[src/rtl/serdac_pkg.sv]
package serdac_pkg;
   typedef enum logic [1:0] {
      OSTAGE_DRIVE = 2'b00,
      OSTAGE_1K    = 2'b01,
      OSTAGE_100K  = 2'b10,
      OSTAGE_OPEN  = 2'b11
   } ostage_t;

   localparam int unsigned WORD_BITS = 16;
   localparam int unsigned MODE_BITS = 2;
endpackage

[src/rtl/serdac_sync.sv]
module serdac_sync #(
   parameter int unsigned W      = 3,
   parameter int unsigned STAGES = 2,
   parameter logic [W-1:0] RST_VAL = '0
) (
   input  logic         clk,
   input  logic         rst_n,
   input  logic [W-1:0] d,
   output logic [W-1:0] q
);
   if (STAGES < 2) begin : g_bad_stages
      $error("serdac_sync: STAGES must be at least 2");
   end

   logic [STAGES-1:0][W-1:0] pipe;

   always_ff @(posedge clk or negedge rst_n) begin
      if (!rst_n) begin
         pipe <= {STAGES{RST_VAL}};
      end else begin
         pipe[0] <= d;
         for (int s = 1; s < STAGES; s++) begin
            pipe[s] <= pipe[s-1];
         end
      end
   end

   assign q = pipe[STAGES-1];
endmodule

[src/rtl/serdac_shifter.sv]
module serdac_shifter #(
   parameter int unsigned FRAME_W = 16,
   localparam int unsigned CNT_W  = $clog2(FRAME_W + 1)
) (
   input  logic               clk,
   input  logic               rst_n,
   input  logic               frm_n_s,
   input  logic               sclk_s,
   input  logic               sdin_s,
   output logic               commit,
   output logic [FRAME_W-1:0] word,
   output logic [CNT_W-1:0]   bit_cnt
);
   logic               sclk_q;
   logic               frm_q;
   logic               active;
   logic [FRAME_W-1:0] shreg;
   logic               sclk_fall;
   logic               frm_fall;
   logic               take;

   // A frame opens on a select fall and closes at its last bit or on select rise
   assign sclk_fall = sclk_q & ~sclk_s;
   assign frm_fall  = frm_q & ~frm_n_s;
   assign take      = ~frm_n_s & (active | frm_fall) & sclk_fall;
   assign word      = {shreg[FRAME_W-2:0], sdin_s};
   assign commit    = take && (bit_cnt == CNT_W'(FRAME_W - 1));

   always_ff @(posedge clk or negedge rst_n) begin
      if (!rst_n) begin
         sclk_q  <= 1'b1;
         frm_q   <= 1'b1;
         active  <= 1'b0;
         bit_cnt <= '0;
         shreg   <= '0;
      end else begin
         sclk_q <= sclk_s;
         frm_q  <= frm_n_s;
         if (frm_n_s) begin
            active  <= 1'b0;
            bit_cnt <= '0;
            shreg   <= '0;
         end else begin
            if (frm_fall) begin
               active  <= 1'b1;
               bit_cnt <= '0;
               shreg   <= '0;
            end
            if (take) begin
               shreg   <= word;
               bit_cnt <= bit_cnt + 1'b1;
               if (commit) begin
                  active <= 1'b0;
               end
            end
         end
      end
   end
endmodule

[src/rtl/serdac_regs.sv]
module serdac_regs
   import serdac_pkg::*;
#(
   parameter int unsigned FRAME_W   = 16,
   parameter int unsigned CODE_W    = 12,
   parameter bit          RESET_MID = 1'b0
) (
   input  logic               clk,
   input  logic               rst_n,
   input  logic               commit,
   input  logic [FRAME_W-1:0] word,
   output logic [CODE_W-1:0]  code,
   output ostage_t            mode,
   output logic               upd
);
   localparam int unsigned CODE_TOP = FRAME_W - MODE_BITS - 1;

   logic [CODE_W-1:0] rst_code;
   logic [CODE_W-1:0] code_field;
   ostage_t           mode_field;

   if (RESET_MID) begin : g_rst_mid
      assign rst_code = {1'b1, {(CODE_W-1){1'b0}}};
   end else begin : g_rst_zero
      assign rst_code = '0;
   end

   // Code is left-justified just below the mode field; unused low bits are dropped
   assign code_field = word[CODE_TOP -: CODE_W];
   assign mode_field = ostage_t'(word[FRAME_W-1 -: MODE_BITS]);

   always_ff @(posedge clk or negedge rst_n) begin
      if (!rst_n) begin
         code <= rst_code;
         mode <= OSTAGE_DRIVE;
         upd  <= 1'b0;
      end else begin
         upd <= commit;
         if (commit) begin
            mode <= mode_field;
            if (mode_field == OSTAGE_DRIVE) begin
               code <= code_field;
            end
         end
      end
   end
endmodule

[src/rtl/serdac_frontend.sv]
module serdac_frontend
   import serdac_pkg::*;
#(
   parameter int unsigned CODE_W      = 12,
   parameter bit          RESET_MID   = 1'b0,
   parameter int unsigned SYNC_STAGES = 2,
   localparam int unsigned FRAME_W    = WORD_BITS,
   localparam int unsigned CNT_W      = $clog2(FRAME_W + 1)
) (
   input  logic              clk,
   input  logic              rst_n,
   input  logic              frm_n,
   input  logic              sclk,
   input  logic              sdin,
   output logic [CODE_W-1:0] dac_code,
   output logic [1:0]        out_mode,
   output logic              upd_pulse
);
   if (CODE_W < 1 || CODE_W > FRAME_W - MODE_BITS) begin : g_bad_width
      $error("serdac_frontend: CODE_W does not fit beside the mode field");
   end

   logic               frm_s;
   logic               sclk_s;
   logic               sdin_s;
   logic               commit;
   logic [FRAME_W-1:0] word;
   logic [CNT_W-1:0]   bit_cnt;
   ostage_t            mode_q;

   serdac_sync #(
      .W(3), .STAGES(SYNC_STAGES), .RST_VAL(3'b110)
   ) u_sync (
      .clk(clk), .rst_n(rst_n),
      .d({frm_n, sclk, sdin}),
      .q({frm_s, sclk_s, sdin_s})
   );

   serdac_shifter #(.FRAME_W(FRAME_W)) u_shift (
      .clk(clk), .rst_n(rst_n),
      .frm_n_s(frm_s), .sclk_s(sclk_s), .sdin_s(sdin_s),
      .commit(commit), .word(word), .bit_cnt(bit_cnt)
   );

   serdac_regs #(
      .FRAME_W(FRAME_W), .CODE_W(CODE_W), .RESET_MID(RESET_MID)
   ) u_regs (
      .clk(clk), .rst_n(rst_n),
      .commit(commit), .word(word),
      .code(dac_code), .mode(mode_q), .upd(upd_pulse)
   );

   assign out_mode = mode_q;
endmodule

[config.mk]
export PLATFORM = sky130hd
export DESIGN_NAME = serdac_frontend
export DESIGN_NICKNAME = d
export VERILOG_FILES = /design/src/rtl/serdac_pkg.sv /design/src/rtl/serdac_sync.sv /design/src/rtl/serdac_shifter.sv /design/src/rtl/serdac_regs.sv /design/src/rtl/serdac_frontend.sv
export SDC_FILE = /design/constraint.sdc
export NUM_CORES = 1
export LEC_CHECK = 0
export ABC_CLOCK_PERIOD_IN_PS = 1900
export BUFFER_PORTS_ARGS = -buffer_cell sky130_fd_sc_hd__buf_2
export CAP_MARGIN = 10
export CORE_ASPECT_RATIO = 0.9
export CORE_MARGIN = 2
export CORE_UTILIZATION = 56
export CTS_CLUSTER_DIAMETER = 100
export DETAILED_ROUTE_END_ITERATION = 7
export PLACE_DENSITY = 0.76
export SYNTH_ARGS = -nofsm -noshare
export SYNTH_HDL_FRONTEND = slang
export SYNTH_SLANG_ARGS = --single-unit
export TNS_END_PERCENT = 20
[constraint.sdc]
create_clock -name clk -period 1.9 [get_ports clk]
set_input_delay 0.475 -clock clk [delete_from_list [all_inputs] [get_ports clk]]
set_output_delay 0.475 -clock clk [all_outputs]
set_load 0.1 [all_outputs]
==> impl_metrics.env <==
export IMPL_final_setup_viol_count=0
export IMPL_yosysMostFrequentCell="dfrtp_1"
export IMPL_crit_path_end_kind="flip-flop"
export IMPL_viasPerCell=5.45
export IMPL_cts_setup_buffers=0
export IMPL_reg2regPathDepth=5
export IMPL_wire_per_inst_um=14.7
export IMPL_grt_overflow=0
export IMPL_power_w=0.00158
export IMPL_drv_slew=0
export IMPL_initial_core_util_pct=59.5
export IMPL_postSynthCellCount=102
export IMPL_die_w_um=61.4
export IMPL_drive_gt1_share_pct=41.4
export IMPL_final_nets=134
export IMPL_synth_top_cell_area_share_pct=57.3
export IMPL_synth_area_leaders="dfrtp_1 (57%), dfstp_2 (9.5%), mux2_4 (9.0%), a22o_1 (9.0%), mux2_1 (2.7%)"
export IMPL_num_io_pins=20
export IMPL_finalCritPeriodShare_pct=90.8
export IMPL_design_area_sq_um=1900
export IMPL_core_sq_um=2790
export IMPL_ys_seq_area_share_pct=66.8
export IMPL_grt_max_degree=45
export IMPL_hold_viol=0
export IMPL_maxCapViolCount=0
export IMPL_cts_tree="yes"
export IMPL_grt_antenna_before_repair=0
export IMPL_synth_fp_nets=109
export IMPL_critical_path_cell_chain="ha_1, and3_1, ha_1, nand4_4, mux2_1"
export IMPL_cp_arrival_ns=1.97
export IMPL_synth_avg_cell_area_sq_um=16.3
export IMPL_worst_clock_skew_ns=0.0159
export IMPL_clock_latency_ns=0.36
export IMPL_rsz0062_at_grt="no"
export IMPL_drt_pass1_iterations=4
export IMPL_crit_type="flip-flop to flip-flop"
export IMPL_multiInputGateArea_sq_um=532
export IMPL_fin_tns_setup_ns=0
export IMPL_cts_root_buffer="clkbuf_4"
export IMPL_via_count=915
export IMPL_fin_crit_ns=1.72
export IMPL_cts_buffer_depth=2
export IMPL_routed_wl_um=2480
export IMPL_routabilityCongestion=0.798
export IMPL_die_area_sq_um=3420
export IMPL_cellPowerDensity_nw_per_um2=833
export IMPL_diodes=0
export IMPL_rows=18
export IMPL_grt_pass1_vias=934
export IMPL_fillers=221
export IMPL_htreeDepth=2
export IMPL_tightest_slew_ns=0.522
export IMPL_critical_path_slowest_cell="mux2_1"
export IMPL_outcome="complete, no violations"
export IMPL_ir_worst_vdd_uv=640
export IMPL_dpl_hpwl_um=1650
export IMPL_clock_sinks=44
export IMPL_slew_limit_headroom_pct=65.2
export IMPL_dr_first_iter_drc_count=24
export IMPL_grtUsageTotal_pct=17.8
export IMPL_synth_edf_count=0
export IMPL_numPortBuffers=19
export IMPL_ys_warn_count=0
export IMPL_synth_area_sq_um=1660
export IMPL_placed_cell_area_sq_um=1810
export IMPL_async_flop_share_pct=100
export IMPL_clk_pin_slew_worst_paths_ns=0.13
export IMPL_yosysTopAreaCell="dfrtp_1"
export IMPL_power_leakage_nw=1.01
export IMPL_syn_to_final_growth_pct=14.2
export IMPL_grt_pass1_wl_um=4360
export IMPL_slowest_delay_ns=0.41
export IMPL_synth_ff_type="dfrtp_1"
export IMPL_fmax_mhz=580
export IMPL_seq_area_sq_um=1110
export IMPL_critPathMostFrequentCell="ha_1"
export IMPL_ctsHoldBuffers=0
export IMPL_ctsResizeCount=1
export IMPL_required_ns=2.14
export IMPL_critPathLaunchType="flip-flop"
export IMPL_synthTopCellsByCount="dfrtp_1 (38), a22o_1 (17), mux2_4 (10)"
export IMPL_cp_max_fo=12
export IMPL_ys_types=26
export IMPL_cts_made_buffers=5
export IMPL_die_height_um=55.7
export IMPL_holdCritPathClass="input port to asynchronous set/reset pin"
export IMPL_synth_seq_cells=44
export IMPL_drc=0
export IMPL_detail_route_antenna_nets=0
cell usage in the layout, fill, tap and decap left out:
cell,netlist,final
dfrtp_1,38,38
bufinv_16,0,1
inv_1,2,2
nor2_4,1,1
nand3_1,2,2
clkinvlp_4,0,1
nor2b_1,1,1
buf_4,0,3
nor4b_1,1,1
nand2b_1,1,1
dfstp_2,6,6
mux2_4,10,10
clkinv_2,0,1
xnor2_1,1,1
a22o_1,17,17
o21ba_2,1,1
a221o_1,1,1
mux2_2,1,1
ha_1,2,2
a211oi_2,0,1
mux2_1,4,4
nor2_1,2,2
buf_2,3,19
nand4_4,0,1
nor3_1,1,1
clkbuf_4,0,5
nor2b_2,1,1
and3_1,1,1
o21bai_2,1,1
a21o_1,1,1
layout make-up:
| cell class | count | share of cell area, % |
|---|---|---|
| clock buffers | 5 | 1.98 |
| multi-input cells | 52 | 28.1 |
| clock inverters | 3 | 2.24 |
| inverters | 2 | 0.396 |
| flip-flops and latches | 44 | 58.5 |
| well taps | 40 | 2.64 |
| repair buffers | 22 | 6.20 |
per-stage QoR:
step	cells	utilization [%]	hold WS, ns	worst slack [ns]
6_report	168	67.9	0.154	0.176
5_1_grt	168	67.9	0.164	0.0524
4_1_cts	168	67.9	0.167	0.151
3_5_place_dp	160	64.7	0.336	-0.0420
3_3_place_gp	160	64.7	0.336	0.0301
2_1_floorplan	102	-	0.179	0.291
registers in the layout, summed over array words and instances (netlist names):
name,count
u_sync.pipe,3
u_shift.bit_cnt,5
u_sync.q,3
u_regs.mode,2
u_shift.active,1
u_regs.code,12
u_shift.frm_q,1
u_regs.upd,1
u_shift.sclk_q,1
u_shift.shreg,15
critical path: cells and delay by family (launching register included):
family,cells,cell delay (ns)
fa+ha+maj,2,0.38
flops,1,0.40
mux,1,0.41
simple gates,2,0.43
where the power goes:
| group | internal, W | total, W | switching, W |
|---|---|---|---|
| logic | 0.0000160 | 0.0000524 | 0.0000364 |
| clock network | 0.000274 | 0.000565 | 0.000291 |
| registers | 0.000954 | 0.000962 | 0.00000803 |
| total | 0.00124 | 0.00158 | 0.000335 |
worst paths after layout:
path | startpoint | to | slack [ns]
setup / recovery | u_shift.bit_cnt[0] | u_regs.code[11] | 0.18
hold / removal | rst_n | u_shift.shreg[10] | 0.15
setup reg to reg | u_shift.bit_cnt[0] | u_regs.code[11] | 0.18
hold reg to reg | u_sync.pipe[0] | u_sync.q[0] | 0.36
max in group asynchronous | rst_n | u_shift.sclk_q | 1.35
min in group clk | frm_n | u_sync.pipe[2] | 0.21
layer usage:
layer  global-route usage, %  vias up  part of all wire, %
li1                        -      420                    -
met1                    26.1      468                   47
met2                    23.6       22                   46
met3                    8.37        5                  5.2
met4                    6.38        0                  1.8
met5                       0        -                    0
cells by family (layout without fill, tap and decap cells):
kind of cell    Yosys count  count (layout)  synth area share, %
simple gates             12              12                 4.97
fa+ha+maj                 2               2                 1.51
mux                      15              15                 12.4
flops                    44              44                 66.8
compound gates           22              22                 11.8
buf+inv                   6              32                 2.03
xor+xnor                  1               1                0.528
Note: power is estimated with default switching activity, not from simulation.
